<file path="src/rtl/oolstat_pkg.sv">
// Package: shared types for the sticky out-of-limit status register.
// Assumes: nothing beyond standard SystemVerilog.
package oolstat_pkg;

    // Source that drives one event channel's condition.
    typedef enum logic {
        SRC_LIMITS = 1'b0,   // OR of the high and low limit flags
        SRC_TIMER  = 1'b1    // thermal timer limit exceeded
    } evt_src_e;

    // Picks the source of a channel that can be re-purposed for the timer.
    function automatic evt_src_e pick_src(input logic timer_mode_i);
        return timer_mode_i ? SRC_TIMER : SRC_LIMITS;
    endfunction

endpackage

</file>
<file path="src/rtl/oolstat_cond.sv">
// Module: oolstat_cond
// Forms the live out-of-limit condition of every channel: high OR low flag.
// One channel (TIMER_CH) can instead follow the thermal timer flag when the
// shared pin is in timer mode.
// Assumes: all flag inputs are synchronous to clk.
module oolstat_cond
    import oolstat_pkg::*;
#(
    parameter int EVT_N    = 7,
    parameter int TIMER_CH = 0
) (
    input  logic [EVT_N-1:0] lim_hi,
    input  logic [EVT_N-1:0] lim_lo,
    input  logic             timer_mode,
    input  logic             timer_over,
    output logic [EVT_N-1:0] cond
);

    for (genvar ch = 0; ch < EVT_N; ch++) begin : g_ch
        if (ch == TIMER_CH) begin : g_mux
            evt_src_e src;
            // Select the timer flag or the limit flags for this channel.
            always_comb begin
                src = pick_src(timer_mode);
                case (src)
                    SRC_TIMER:  cond[ch] = timer_over;
                    default:    cond[ch] = lim_hi[ch] | lim_lo[ch];
                endcase
            end
        end else begin : g_plain
            // Either limit exceeded raises the condition.
            assign cond[ch] = lim_hi[ch] | lim_lo[ch];
        end
    end

endmodule

</file>
<file path="src/rtl/oolstat_cell.sv">
// Module: oolstat_cell
// One sticky event bit. Sets on its live condition; a clear request drops it
// only when the condition is absent in the same cycle (set wins).
// Assumes: synchronous active-low reset.
module oolstat_cell (
    input  logic clk,
    input  logic rst_n,
    input  logic cond,
    input  logic clr_req,
    output logic q
);

    // Latch the event; release it only on a clear with no live condition.
    always_ff @(posedge clk) begin
        if (!rst_n) begin
            q <= 1'b0;
        end else begin
            q <= cond | (q & ~clr_req);
        end
    end

endmodule

</file>
<file path="src/rtl/oolstat_rdport.sv">
// Module: oolstat_rdport
// Decodes the host read address and registers the status byte seen in the
// read cycle, so the returned value precedes any clear caused by the read.
// Assumes: one read strobe per cycle at most; synchronous active-low reset.
module oolstat_rdport #(
    parameter int            ADDR_W    = 8,
    parameter int            STAT_W    = 8,
    parameter logic [ADDR_W-1:0] STAT_ADDR = 8'h10
) (
    input  logic              clk,
    input  logic              rst_n,
    input  logic              rd_en,
    input  logic [ADDR_W-1:0] rd_addr,
    input  logic [STAT_W-1:0] status_in,
    output logic              rd_hit,
    output logic [STAT_W-1:0] rd_data
);

    // A read addressed to this register.
    assign rd_hit = rd_en && (rd_addr == STAT_ADDR);

    // Capture pre-clear status on a hit; return zero for other addresses.
    always_ff @(posedge clk) begin
        if (!rst_n) begin
            rd_data <= '0;
        end else if (rd_en) begin
            rd_data <= rd_hit ? status_in : '0;
        end
    end

endmodule

</file>
<file path="src/rtl/oolstat_reg.sv">
// Module: oolstat_reg (top)
// Sticky out-of-limit status byte: EVT_N latched event bits below one live
// summary bit (OR of a second status register), a clear-on-read rule that
// keeps bits whose condition persists, and an interrupt on any set bit.
// Assumes: flags synchronous to clk; synchronous active-low reset.
module oolstat_reg #(
    parameter int            EVT_N     = 7,
    parameter int            AUX_W     = 8,
    parameter int            ADDR_W    = 8,
    parameter int            TIMER_CH  = 0,
    parameter logic [ADDR_W-1:0] STAT_ADDR = 8'h10
) (
    input  logic               clk,
    input  logic               rst_n,
    input  logic [EVT_N-1:0]   lim_hi,
    input  logic [EVT_N-1:0]   lim_lo,
    input  logic               timer_mode,
    input  logic               timer_over,
    input  logic [AUX_W-1:0]   aux_stat,
    input  logic               rd_en,
    input  logic [ADDR_W-1:0]  rd_addr,
    output logic [EVT_N:0]     rd_data,
    output logic [EVT_N:0]     status,
    output logic               irq
);

    localparam int STAT_W = EVT_N + 1;

    logic [EVT_N-1:0] cond;
    logic [EVT_N-1:0] evt_q;
    logic             rd_hit;
    logic             aux_any;

    // Live per-channel conditions.
    oolstat_cond #(
        .EVT_N    (EVT_N),
        .TIMER_CH (TIMER_CH)
    ) u_cond (
        .lim_hi     (lim_hi),
        .lim_lo     (lim_lo),
        .timer_mode (timer_mode),
        .timer_over (timer_over),
        .cond       (cond)
    );

    // One sticky bit per channel.
    for (genvar ch = 0; ch < EVT_N; ch++) begin : g_cell
        oolstat_cell u_cell (
            .clk     (clk),
            .rst_n   (rst_n),
            .cond    (cond[ch]),
            .clr_req (rd_hit),
            .q       (evt_q[ch])
        );
    end

    // Summary of the second status register, live and unlatched.
    assign aux_any = |aux_stat;

    // Assemble the visible status byte.
    assign status = {aux_any, evt_q};

    // Interrupt while anything is flagged.
    assign irq = |status;

    // Host read path.
    oolstat_rdport #(
        .ADDR_W    (ADDR_W),
        .STAT_W    (STAT_W),
        .STAT_ADDR (STAT_ADDR)
    ) u_rd (
        .clk       (clk),
        .rst_n     (rst_n),
        .rd_en     (rd_en),
        .rd_addr   (rd_addr),
        .status_in (status),
        .rd_hit    (rd_hit),
        .rd_data   (rd_data)
    );

endmodule

</file>
<file path="config.mk">
export PLATFORM = sky130hd
export DESIGN_NAME = oolstat_reg
export DESIGN_NICKNAME = d
export VERILOG_FILES = /design/src/rtl/oolstat_pkg.sv /design/src/rtl/oolstat_cond.sv /design/src/rtl/oolstat_cell.sv /design/src/rtl/oolstat_rdport.sv /design/src/rtl/oolstat_reg.sv
export SDC_FILE = /design/constraint.sdc
export NUM_CORES = 1
export LEC_CHECK = 0
export ABC_AREA = 1
export BUFFER_PORTS_ARGS = -buffer_cell sky130_fd_sc_hd__buf_2
export CAP_MARGIN = 20
export CORE_MARGIN = 2
export CORE_UTILIZATION = 38
export CTS_CLUSTER_SIZE = 20
export DETAILED_ROUTE_END_ITERATION = 8
export GPL_ROUTABILITY_DRIVEN = 0
export GPL_TIMING_DRIVEN = 0
export PLACE_DENSITY_LB_ADDON = 0.15
export SETUP_SLACK_MARGIN = 0.15
export SLEW_MARGIN = 20
export SYNTH_ARGS = -nofsm -noshare
export SYNTH_HDL_FRONTEND = slang
export SYNTH_SLANG_ARGS = --single-unit
</file>
<file path="constraint.sdc">
create_clock -name clk -period 1.25 [get_ports clk]
set_clock_uncertainty 0.1 [all_clocks]
set_input_delay 0.1875 -clock clk [delete_from_list [all_inputs] [get_ports clk]]
set_output_delay 0.1875 -clock clk [all_outputs]
set_load 0.01 [all_outputs]
</file>
# Yosys cells after proc, flatten, opt, wreduce, memory -nomap -nowiden
# Cells that the tools add are included.
# W data, S select, Z words.
# totals
reg_bits,15
input_bits,35
out_inout_bits,17
word_cells,37
# op_classes
eq_ne,1
n_mux,3
bitwise,22
reduce_logical,3
# ops
cell,count
$reduce_or A15 Y1,1
$or A1 B1 Y1,14
$eq A8 B5 Y1 const B,1
$mux W8,1
$reduce_or A8 Y1,1
$and A1 B1 Y1,7
$mux W1,2
$logic_and A1 B1 Y1,1
$not A1 Y1,1

# Logic depth before layout (Yosys ltp)
# Gate-level depths: netlist of run 1.
# depth
word_depth,5
depth_mapped,6
ltp_nobuf,6

# Modules after synthesis
# From an unflattened synthesis of run 1, not the netlist that was laid out.
# hier_totals
hier_cells,112
area_unflattened_um2,765.7
# modules_own_cells
module,instances,cells_per_inst,area_per_inst_um2
oolstat_rdport,1,43,335.3
oolstat_cell,7,6,43.8
oolstat_reg,1,17,70.1
oolstat_cond,1,10,53.8

# Least setup slack after synthesis of run 1
# Ideal clock, no wire load.
# synth_timing
path_kind,flip-flop to output port
from,reg g_cell[3].u_cell.q
to,out irq
arrival_ps,714
t_required_ps,962
setup_slack_ps,249
stages_incl_launch_ff,3
n_path_buf,0
cell_sequence,dfxtp_1 -> nor4_1 -> nand3b_1
# synth_between
elab_chain_len,1
# synth_lines
element,line,text
"start, declared",oolstat_cell.sv:10,output logic q
"start signal, assigned",oolstat_cell.sv:18,q <= cond | (q & ~clr_req);
$reduce_or A15 Y1,oolstat_reg.sv:64,assign irq = |status;
"end, declared",oolstat_reg.sv:24,output logic irq
# Every way passes these cells.

# Worst setup path after layout of run 1
# layout_timing
from,reg g_cell[0].u_cell.q
to,out irq
# layout_between
elab_chain_len,1
# layout_lines
element,line
"start, declared",oolstat_cell.sv:10
"start signal, assigned",oolstat_cell.sv:18
$reduce_or A15 Y1,oolstat_reg.sv:64
# Every way passes these cells.

==> results of run 1 <==
[cells in the mapped netlist]
cell type	count	share of area [%]
a21oi_1	16	12
buf_1	1	0.54
buf_4	8	8.6
dfxtp_1	15	43
inv_1	7	3.8
inv_2	1	0.54
nand2_1	26	14
nand3_1	1	0.72
nand3_2	1	1.4
nand3b_1	1	1.1
nand4_1	1	0.90
nor2_1	16	8.6
nor2_4	2	3.2
nor3_1	1	0.72
nor4_1	1	0.90
[layout make-up]
cell class                 count  share of cell area [%]
buffer                         9                    7.15
clock buffer                   4                    2.28
inverter                       8                    2.60
multi-input combinational     66                    27.8
sequential                    15                    27.0
tap                           25                    2.71
timing repair buffer          53                    30.4
[timing repair]
item,4_1_cts,5_1_grt
setup buffers,2,0
endpoints found under the setup margin,8,9
pin swaps,1,5
resized for setup,26,10
[power by group through the flow]
stage | Clock, mW | Combinational (mW) | Sequential, mW
4_1_cts | 0.281 | 0.195 | 0.515
3_3_place_gp | 0 | 0.151 | 0.521
3_5_place_dp | 0 | 0.156 | 0.522
6_report | 0.271 | 0.209 | 0.516
2_1_floorplan | 0 | 0.0791 | 0.518
5_1_grt | 0.293 | 0.232 | 0.518
[how the worst max path moves through the flow]
| stage | to | slack (ns) | cells past startpoint | from |
|---|---|---|---|---|
| global route | irq | -0.19 | 3 | g_cell[2].u_cell.q |
| floorplan | irq | 0.25 | 2 | g_cell[3].u_cell.q |
| finish | irq | -0.16 | 3 | g_cell[0].u_cell.q |
| CTS | irq | -0.17 | 3 | g_cell[0].u_cell.q |
| global placement | g_cell[4].u_cell.q | 0.08 | 7 | rd_addr[6] |
| detailed placement | g_cell[4].u_cell.q | 0.01 | 7 | rd_addr[6] |
[layer usage]
metal,routed length (um),part of all wire [%],GRT usage [%],vias up
li1,-,-,-,418
met4,0,0,6.67,0
met5,0,0,0,-
met1,744,41,18.1,352
met2,943,53,33.9,27
met3,105,5.9,5.00,0
[through the flow]
stage	hold WS [ns]	instances	instance area, um^2	power, mW
final	0.0614	180	1150	0.996
after global placement	0.342	174	981	0.672
after floorplan	0.254	98	694	0.597
after detailed placement	0.351	174	981	0.678
after global routing	0.0754	180	1150	1.04
after CTS	0.0568	180	1100	0.990
[logic make-up after synthesis]
kind of cell	Yosys count	synth area share, %
buffers and inverters	17	13.5
flip-flops	15	43.2
AO/OA/AOI/OAI	16	11.5
AND/OR/NAND/NOR	50	31.7
[critical path, stage by stage (launching register included)]
cell and delay (ns):
dfxtp_2 0.34, nor4_2 0.25, nand3b_1 0.11, buf_2 0.15
[sequential cells by signal, summed over array words and instances (netlist names)]
register and count:
u_rd.rd_data 8, g_cell.u_cell.q 7
==> impl_summary.md, run 1 <==
Timing
The number of endpoints with negative hold slack in the final report is 0. The max-slew violation count came to 0. Setup repair after global routing could not meet its margin everywhere. The number of endpoints failing setup at the final stage is 2. The highest attainable clock frequency is 0.712 GHz. The worst path in the final design needs a cycle of approximately 1.4 ns, including I/O delays and setup. Of the available clock period, the critical path in the final layout requires 112%. The worst-margin pin slew is 0.428 ns.

Measured against its own limit, the worst slew margin works out to roughly 71%. The setup slack of the critical path after layout is -0.155 ns. For the final routed database, the setup TNS stands at -0.178 ns.

Floorplanning
The starting utilization of the core area is 40.2%. The horizontal extent of the die is 46.8 um. After floorplanning, the core was divided into 15 placement rows.

The overall die height is 46.8 um. The core region is 1730 um^2. The floorplan die area is 2190 um^2. The count of boundary I/O pins is 52.

Worst setup path
The kind of start point of the critical path is a flop. The critical path endpoint category is a primary output. The arrival time reported for the critical path endpoint is 1.12 ns.

The highest net fanout along the worst path is 2. The worst register-to-register path has a depth of 3. Data on the critical path is required at its endpoint by 0.96 ns. The worst register-to-register path ends at u_rd.rd_data[3]. The critical path in this run is classified as flop to primary output.

The reg2reg setup slack is between 0.4 and 0.5 ns. The startpoint identified for the worst register-to-register timing path is g_cell[3].u_cell.q.

Power
The analysis attributes to net switching a power of 0.246 mW. The clock share of power is 27.2%. Net switching is 24.7% of the power. The cell-internal power is 0.750 mW. The maximum vdd ir drop is 577 uV. The relative contribution of sequential cells to total power is 51.8%. Combinational logic burns 21.0% of the power. The power density over the cells is 862 nW/um^2. The leakage power total is 0.576 nW.

Yosys
The average instance area after synthesis is 7.09 um^2. The number of synthesis warnings is 0. Counting flops and latches in the post-synthesis netlist gives 15.

Synthesis handed over a netlist of 98 instances. The synthesized netlist net count is 133. The sequential cell area fraction in the yosys report is 43.2%. The synthesized netlist occupies a cell area of 694 um^2. In this run, distinct cell masters in the synthesized netlist total 15.

Layout
In the final layout, the multi-input gates occupy 322 um^2. The number of antenna cells inserted is 0. The filler cell count in the final layout is 166. The register area is between 300 and 400 um^2.

The growth of design area from synthesis to finish is 66.3%. The final core utilization is around two thirds. The most common cell after layout, fill and taps aside is buf_2. The share of final-layout standard cells stronger than drive strength 1 is 50.3%. After the last flow step, the layout net total stands at 191. In the layout the commonest cells are buf_2, nand2_1, buf_6.

Status
The flow ran to the end, but the final reports show violations. The checks that failed: negative setup slack.

GRT
The number of global-route vias before repair is 711. The first global-routing pass estimated between 2000 and 3000 um of wire. The number of antenna violations at the first check in global routing is 0. The total overflow left after global routing is 0.

Across every metal layer, demand over resource in global routing totals 17.7%. Entering global routing, the biggest net connects 11 pins.

Clocking
The CTS buffer count is 3. The count of clock tree sinks is 15. After clock tree synthesis, the clock-pin slew on the worst setup and hold paths is 0.09 ns.

At the later pin of the worst-skew pair, clock insertion delay measures around 0.28 ns. The clock tree from TritonCTS is done. CTS placed an instance of clkbuf_4 at the clock tree root. The maximum level of the CTS H-tree is 1.

The buffer depth of the longest clock path is 2. The number of hold buffers added after CTS was 0.

Detailed routing
For this run, design rule violations remaining after detail routing come to 0. After detailed routing, the number of vias per cell comes to 4.43. For this run, the detailed router's first-pass iteration total came to 4. The average detailed-routed wire length per instance is ~10 um. The iteration-0 DRC count of the detailed router is 6. The wire length reported by the detailed router is 1790 um. The routed layout has roughly 800 vias.

The count of nets left with antenna violations once routing finished came out at 0.

Min path
The number of instances on the worst hold path is 3. For hold timing, the worst endpoint is g_cell[2].u_cell.q. The startpoint identified for the worst hold timing path is lim_hi[2].

The worst hold path belongs to the class input port to flop.

Flow run
The number of max-cap violations is 0.

Placed design
Before CTS, the worst setup slack after placement is 0.0125 ns. The number of port buffers is 51. The wire-length estimate of the detail-placed layout is 1280 um.
No activity file was read; power rests on OpenSTA's default activity.
==> inputs of run 2 (changes only) <==
==> constraint.sdc (replaced) <==
create_clock -name clk -period 1.25 [get_ports clk]
set_clock_uncertainty 0.1 [all_clocks]
set_input_delay 0.1875 -clock clk [delete_from_list [all_inputs] [get_ports clk]]
set_output_delay 0.1875 -clock clk [all_outputs]
set_load 0.1 [all_outputs]
==> impl_summary.md, run 2 (synthesis gave the netlist of run 1 again) <==
Status
The run finished, with violations left. The checks that failed: negative setup slack.

Floorplanning
The area of the core is 1730 um^2 (unchanged). The starting utilization of the core area is 40.2% (unchanged). The overall die height is 46.8 um (unchanged).

The horizontal extent of the die is 46.8 um (unchanged). The floorplan die area is 2190 um^2 (unchanged). The number of placement rows was 15 (unchanged). The count of boundary I/O pins came to 52 (unchanged).

Timing
The highest attainable clock frequency was 0.654 GHz (-8.2%). The setup slack of the critical path after layout is -0.280 ns (-0.125 ns). The max-slew violation count is 0 (unchanged).

The number of endpoints with negative hold slack in the final report is 0 (unchanged). The worst-margin pin slew is 0.449 ns (+0.0208 ns). The worst-case headroom to the max-slew limit is 70.1% (-1.4 points). The number of endpoints failing setup at the final stage is 2 (unchanged). The final critical-path share of the clock period is 122% (+10 points).

The shortest period the worst path allows came to 1.53 ns (+0.125 ns). Setup repair after global routing could not meet its margin everywhere.

Worst setup path
The critical path buffer and inverter count is 1 (unchanged). The cell at the slowest stage of the critical path is dfxtp_2. On the critical path the largest part of the delay comes from simple AND/OR/NAND/NOR gates. STA classifies the critical path startpoint as a flop. The kind of critical path is flop to primary output.

The critical path goes through nor4_2 > nand3b_1 > buf_12. The arrival time reported for the critical path endpoint is 1.24 ns (+0.12 ns). STA classifies the critical path endpoint as a primary output. The maximum single-stage delay on the critical path is 0.34 ns (about the same). The worst path required time is 0.96 ns (about the same). The highest net fanout along the worst path is 2 (unchanged).

GRT
The global-route total usage across every layer is 20.0% (+2.3 points). The number of global-route vias before repair is 759 (+6.8%). The global-route wire length before repair is 2980 um (+8.5%). The sum of overflow across all layers after global routing is 0 (unchanged). The pin count of the biggest net entering global routing came to 11 (unchanged).

The number of antenna violations at the first check in global routing came to 0 (unchanged).

Placed design
The number of placed instances with taps included is 174 (unchanged). The number of port buffers is 51 (unchanged). The total half-perimeter wirelength after legalization and detailed placement is 1310 um (+2.1%).

The cell area reported after detailed placement was 992 um^2 (+1.1%).

Layout
The final cell count without fillers was 183 (+1.7%). The most common cell after layout, fill and taps aside is buf_2. In the layout the commonest cells are buf_2, nand2_1, buf_12. The post-layout instance area is 1410 um^2 (+22%). The growth of design area from synthesis to finish is 103%. The number of antenna cells inserted is 0 (unchanged). The layout net count is 194 (+1.6%).

The number of flip-flops in the largest register is 8 (unchanged). The largest registers in the layout are u_rd.rd_data: 8 flops, g_cell.u_cell.q: 7 flops. The top register by number of flip-flops is u_rd.rd_data.

The share of final-layout standard cells stronger than drive strength 1 is 58.2% (+7.9 points).

Power
The cell-internal power was 0.786 mW (+4.7%). The maximum vdd ir drop was 867 uV (+50%). The power density over the cells was 825 nW/um^2 (-4.4%). The combinational share of power was 31.8% (+11 points). The switching part of the total is 32.3% (+7.6 points). The switching power is 0.374 mW (+52%). The leakage power total is 0.653 nW (+13%). The clock share of power was 23.8% (-3.4 points). The relative contribution of sequential cells to total power is 44.4% (-7.4 points).

Detailed routing
The number of iterations in the first detailed-routing pass came to 4 (unchanged). The per-cell via count in the routed design was 4.48 (+1.2%). The wire length reported by the detailed router was 2070 um (+15%). The via count of the routed design is 820 (+2.9%).

The number of antenna-violating nets in the routed design is 0 (unchanged). The average detailed-routed wire length per instance was 11.3 um (+14%). The iteration-0 DRC count of the detailed router is 13 (+7). The number of remaining DRC errors is 0 (unchanged).

Clocking
The count of clock tree sinks is 15 (unchanged). In this run the clock root is driven by a clkbuf_4. The total of hold buffers inserted after clock tree synthesis was 0 (unchanged).

The buffer depth of the longest clock path came to 2 (unchanged). TritonCTS built the clock tree. The maximum level of the CTS H-tree is 1 (unchanged).

The CTS buffer count is 3 (unchanged). The clock-pin slew reported for the worst setup and hold paths after clock tree synthesis is 0.08 ns (about the same). The clock insertion delay at the later pin of the skew report is 0.28 ns (about the same).

Flow run
The number of max-cap violations came to 0 (unchanged).

Min path
The type of the worst min-delay path is input port to flop.
-- run 2: cell count changes in the layout (fill, tap and decap cells not counted), sizes merged --
cell and delta:
buf +3
-- run 2: final cells by class --
class,instances,area (um^2)
well taps,25,31.3
flip-flops and latches,15,329
fillers,118,320
repair buffers,56,577
inverters,8,30.0
clock buffers,4,26.3
multi-input cells,66,327
plain buffers,9,86.3
-- run 2: path summary, 6_finish.rpt --
path,from,endpoint,slack [ns],depth (start not counted)
max,g_cell[3].u_cell.q,irq,-0.28,3
min,lim_hi[2],g_cell[2].u_cell.q,0.07,3
min reg2reg,g_cell[6].u_cell.q,g_cell[6].u_cell.q,0.39,2
max reg2reg,g_cell[3].u_cell.q,g_cell[3].u_cell.q,0.23,5
-- run 2: power by group through the flow --
stage               combinational, mW  sequential [mW]  clock [mW]
detailed placement              0.269            0.522           0
global route                    0.389            0.518       0.303
CTS                             0.353            0.516       0.277
floorplan                       0.191            0.520           0
finish                          0.369            0.515       0.276
global placement                0.263            0.522           0
-- run 2: what timing repair did --
item                       CTS  global route
buffers inserted             2             3
setup endpoints to repair   17            17
pin swaps                    7             2
resized for setup           86            10
-- run 2: metrics by stage --
stage	util (%)	power [mW]	TNS (ns)	hold WS (ns)	worst slack, ns
4_1_cts	78.3	1.15	-0.326	0.0618	-0.244
3_3_place_gp	57.5	0.785	-0.0537	0.343	-0.0537
6_report	81.4	1.16	-0.428	0.0663	-0.280
2_1_floorplan	-	0.711	-0.367	0.254	-0.367
5_1_grt	81.4	1.21	-0.566	0.0729	-0.370
3_5_place_dp	57.5	0.791	-0.107	0.353	-0.0760
-- run 2: per-layer routing --
layer	routed length (um)	vias up	share of wire [%]	track usage, %
li1	-	426	-	-
met1	810	357	39	18.5
met2	1110	35	54	38.6
met3	135	2	6.5	8.85
met4	12	0	0.58	6.67
met5	0	-	0	0
-- run 2: worst reg2reg max path, delay by kind of cell (launching register included) --
family | cells | cell delay, ns
AO/OA/AOI/OAI | 1 | 0.06
buffers and inverters | 3 | 0.36
flip-flops | 1 | 0.34
AND/OR/NAND/NOR | 1 | 0.06
==> inputs of run 3 (changes only) <==
--- a/config.mk
+++ b/config.mk
@@ -5,7 +5,6 @@
 export SDC_FILE = /design/constraint.sdc
 export NUM_CORES = 1
 export LEC_CHECK = 0
-export ABC_AREA = 1
 export BUFFER_PORTS_ARGS = -buffer_cell sky130_fd_sc_hd__buf_2
 export CAP_MARGIN = 20
 export CORE_MARGIN = 2
@@ -16,6 +15,7 @@
 export GPL_TIMING_DRIVEN = 0
 export PLACE_DENSITY_LB_ADDON = 0.15
 export SETUP_SLACK_MARGIN = 0.15
+export SKIP_CTS_REPAIR_TIMING = 1
 export SLEW_MARGIN = 20
 export SYNTH_ARGS = -nofsm -noshare
 export SYNTH_HDL_FRONTEND = slang
==> impl_summary.md, run 3 <==
Worst setup path
The cell at the slowest stage of the critical path is dfxtp_2. Grouping stages by cell kind, the critical path spends the most delay in simple AND/OR/NAND/NOR gates. The critical path goes through nor4_4 > nand4_1 > buf_12. The critical path endpoint category is a primary output.

The highest net fanout along the worst path is 3 (+1). STA classifies the critical path startpoint as a flop. The arrival time reported for the critical path endpoint is 1.31 ns (+0.07 ns). The worst path required time is 0.96 ns (about the same). The maximum single-stage delay on the critical path is 0.35 ns (about the same).

The kind of critical path is flop to primary output. The critical path buffer and inverter count is 1 (unchanged).

Yosys
The number of library cell types mapped by synthesis is 18 (+3). The average instance area after synthesis is 8.93 um^2 (+26%). The portion of synthesized cell area occupied by the leading cell type is 44.9% (+1.6 points). The most used flip-flop cell after synthesis is dfxtp_1. The fraction of registers with async set or reset after synthesis is 0% (unchanged). Counting instances in the post-synthesis netlist gives the leading cell types as o21ai_0, dfxtp_1, buf_4, nand2_1, nand3b_1. The synthesized netlist net count is 110 (-17%). The cell area after synthesis is 669 um^2 (-3.6%). The number of flops mapped to enable cells by yosys is 0 (unchanged). The cell type contributing the most total cell area after synthesis is dfxtp_1. The most common cell in the synthesized netlist is o21ai_0. The post-synthesis instance total is 75 (-23%).

By area the synthesized netlist is led by dfxtp_1, o21ai_0, buf_4, nand3b_1, nand2_1. The sequential cell area fraction in the yosys report is 44.9% (+1.6 points). The post-synthesis register bit count was 15 (unchanged). The number of synthesis warnings came to 0 (unchanged).

Timing
The number of endpoints with negative hold slack in the final report was 0 (unchanged). The number of endpoints failing setup at the final stage is 2 (unchanged). The final critical-path share of the clock period came to 128% (+5.2 points). The setup slack of the critical path after layout is -0.345 ns (-0.0651 ns). The max-slew violation count came to 0 (unchanged).

The final worst hold slack is 0.0312 ns (-0.0351 ns). The worst-case headroom to the max-slew limit is 71.3% (+1.2 points). The worst-margin pin slew is 0.430 ns (-0.0185 ns). Setup repair after global routing could not meet its margin everywhere. The shortest period the worst path allows is 1.60 ns (+0.0651 ns). The highest attainable clock frequency is 0.627 GHz (-4.1%).

Power
The maximum vdd ir drop was 715 uV (-17%). The power density over the cells was 911 nW/um^2 (+10%). The leakage power total is 0.599 nW (-8.3%). The post-layout total power came to 1.25 mW (+7.5%).

Layout
The post-layout instance area is 1370 um^2 (-2.6%). The growth of design area from synthesis to finish is 105%. In the final layout, the registers with the most flip-flops are u_rd.rd_data: 8 flops, g_cell.u_cell.q: 7 flops. The share of final-layout standard cells stronger than drive strength 1 is 67.2% (+8.9 points). The final cell count without fillers came to 151 (-17%). The number of antenna cells inserted is 0 (unchanged). The library cell used most frequently in the layout, excluding fill and tap cells, is buf_2. The number of flip-flops in the largest register is 8 (unchanged). The layout net count came to 170 (-12%). The register with the most flip-flops in the final layout is u_rd.rd_data.

The library cells used most frequently in the layout, excluding fill and tap cells, are buf_2, o21ai_0, buf_12.

Detailed routing
The number of remaining DRC errors is 0 (unchanged). The number of iterations in the first detailed-routing pass came to 4 (unchanged). The per-cell via count in the routed design is 5.23 (+17%). The wire length reported by the detailed router is 2240 um (+8.1%). The number of antenna-violating nets in the routed design was 0 (unchanged). The iteration-0 DRC count of the detailed router is 11 (-2). The average detailed-routed wire length per instance is 14.8 um (+31%). The via count of the routed design was 789 (-3.8%).

Clocking
The clock-pin slew reported for the worst setup and hold paths after clock tree synthesis is 0.08 ns (about the same). The clock tree from TritonCTS is done. The buffer depth of the longest clock path was 2 (unchanged). The clock insertion delay at the later pin of the skew report came to 0.27 ns (about the same). The maximum level of the CTS H-tree is 1 (unchanged).

The CTS buffer count is 3 (unchanged). The tree is rooted in a clkbuf_4. The count of clock tree sinks is 15 (unchanged).

Placed design
The cell area reported after detailed placement came to 972 um^2 (-2.0%). The total half-perimeter wirelength after legalization and detailed placement is 1320 um (+0.27%). The number of placed instances with taps included is 143 (-18%). The number of port buffers is 51 (unchanged).

The worst setup timing slack at the placement stage is -0.173 ns (-0.0966 ns).

Status
The flow ran to the end, but the final reports show violations. The checks that failed: negative setup slack.

Floorplanning
The floorplan die area came to 2110 um^2 (-3.3%). The overall die height is 46.0 um (-1.7%). The area of the core is 1690 um^2 (-2.2%). The horizontal extent of the die was 46.0 um (-1.7%). The number of placement rows is 15 (unchanged). The count of boundary I/O pins is 52 (unchanged). The starting utilization of the core area is 39.6% (-0.59 points).

GRT
The global-route wire length before repair is 2420 um (-19%). The pin count of the biggest net entering global routing is 11 (unchanged). The number of antenna violations at the first check in global routing was 0 (unchanged). The global-route total usage across every layer came to 15.7% (-4.3 points). The number of global-route vias before repair was 617 (-19%).

The sum of overflow across all layers after global routing is 0 (unchanged).

Flow run
The number of max-cap violations is 0 (unchanged).

Min path
The type of the worst min-delay path is input port to flop.
run 3: cell count changes in the layout (fill, tap and decap cells not counted), moves of 2 or more:
cell	before	now
o21ai_0	0	20
a21oi_1	16	0
buf_6	11	8
inv_1	7	0
nor4_4	0	3
nor2_2	3	0
nor2_4	3	0
nand3b_1	1	7
nand2_1	26	8
nor2_1	12	1
buf_2	30	32
run 3: metal layers:
metal	vias up	routed length [um]	GRT usage, %	share of wire (%)
li1	382	-	-	-
met1	367	821	18.7	37
met2	38	1210	28.3	54
met3	2	193	3.57	8.6
met4	0	11	3.43	0.49
met5	-	0	0	0
run 3: area by class of cell:
type,instances,area [um^2]
Clock inverter,1,5.00
Multi-Input combinational cell,49,334
Fill cell,114,319
Timing Repair Buffer,55,553
Sequential cell,15,327
Tap cell,17,21.3
Clock buffer,3,22.5
Buffer,11,108
run 3: through the flow:
step | util [%] | TNS [ns]
floorplan | - | -0.527
global placement | 57.6 | -0.656
detailed placement | 57.6 | -0.965
CTS | 59.2 | -2.54
global route | 81.1 | -0.497
finish | 81.1 | -0.406
run 3: path summary, 6_finish.rpt:
| kind | startpoint | slack [ns] | end | depth (start not counted) |
|---|---|---|---|---|
| min reg2reg | u_rd.rd_data[7] | 0.41 | u_rd.rd_data[7] | 1 |
| min | lim_hi[6] | 0.03 | g_cell[6].u_cell.q | 3 |
| max reg2reg | g_cell[5].u_cell.q | 0.41 | u_rd.rd_data[5] | 2 |
| max | g_cell[6].u_cell.q | -0.35 | irq | 3 |
run 3: cell families after synthesis:
| logic type | synth area share, % |
|---|---|
| AOI/OAI and AO/OA | 17.9 |
| and+or+nand+nor | 24.5 |
| DFF | 44.9 |
| buffers and inverters | 12.7 |
run 3: worst register-to-register path, cell delays in order, from the launching register on:
cell	delay (ns)
dfxtp_4	0.39
nand2_1	0.07
o21ai_0	0.20
run 3: where the power goes:
group          switching (mW)  leakage [nW]  internal [mW]
Clock                   0.150        0.0177          0.118
Combinational           0.252         0.453          0.193
Sequential             0.0309         0.128          0.504
Total                   0.433         0.599          0.815
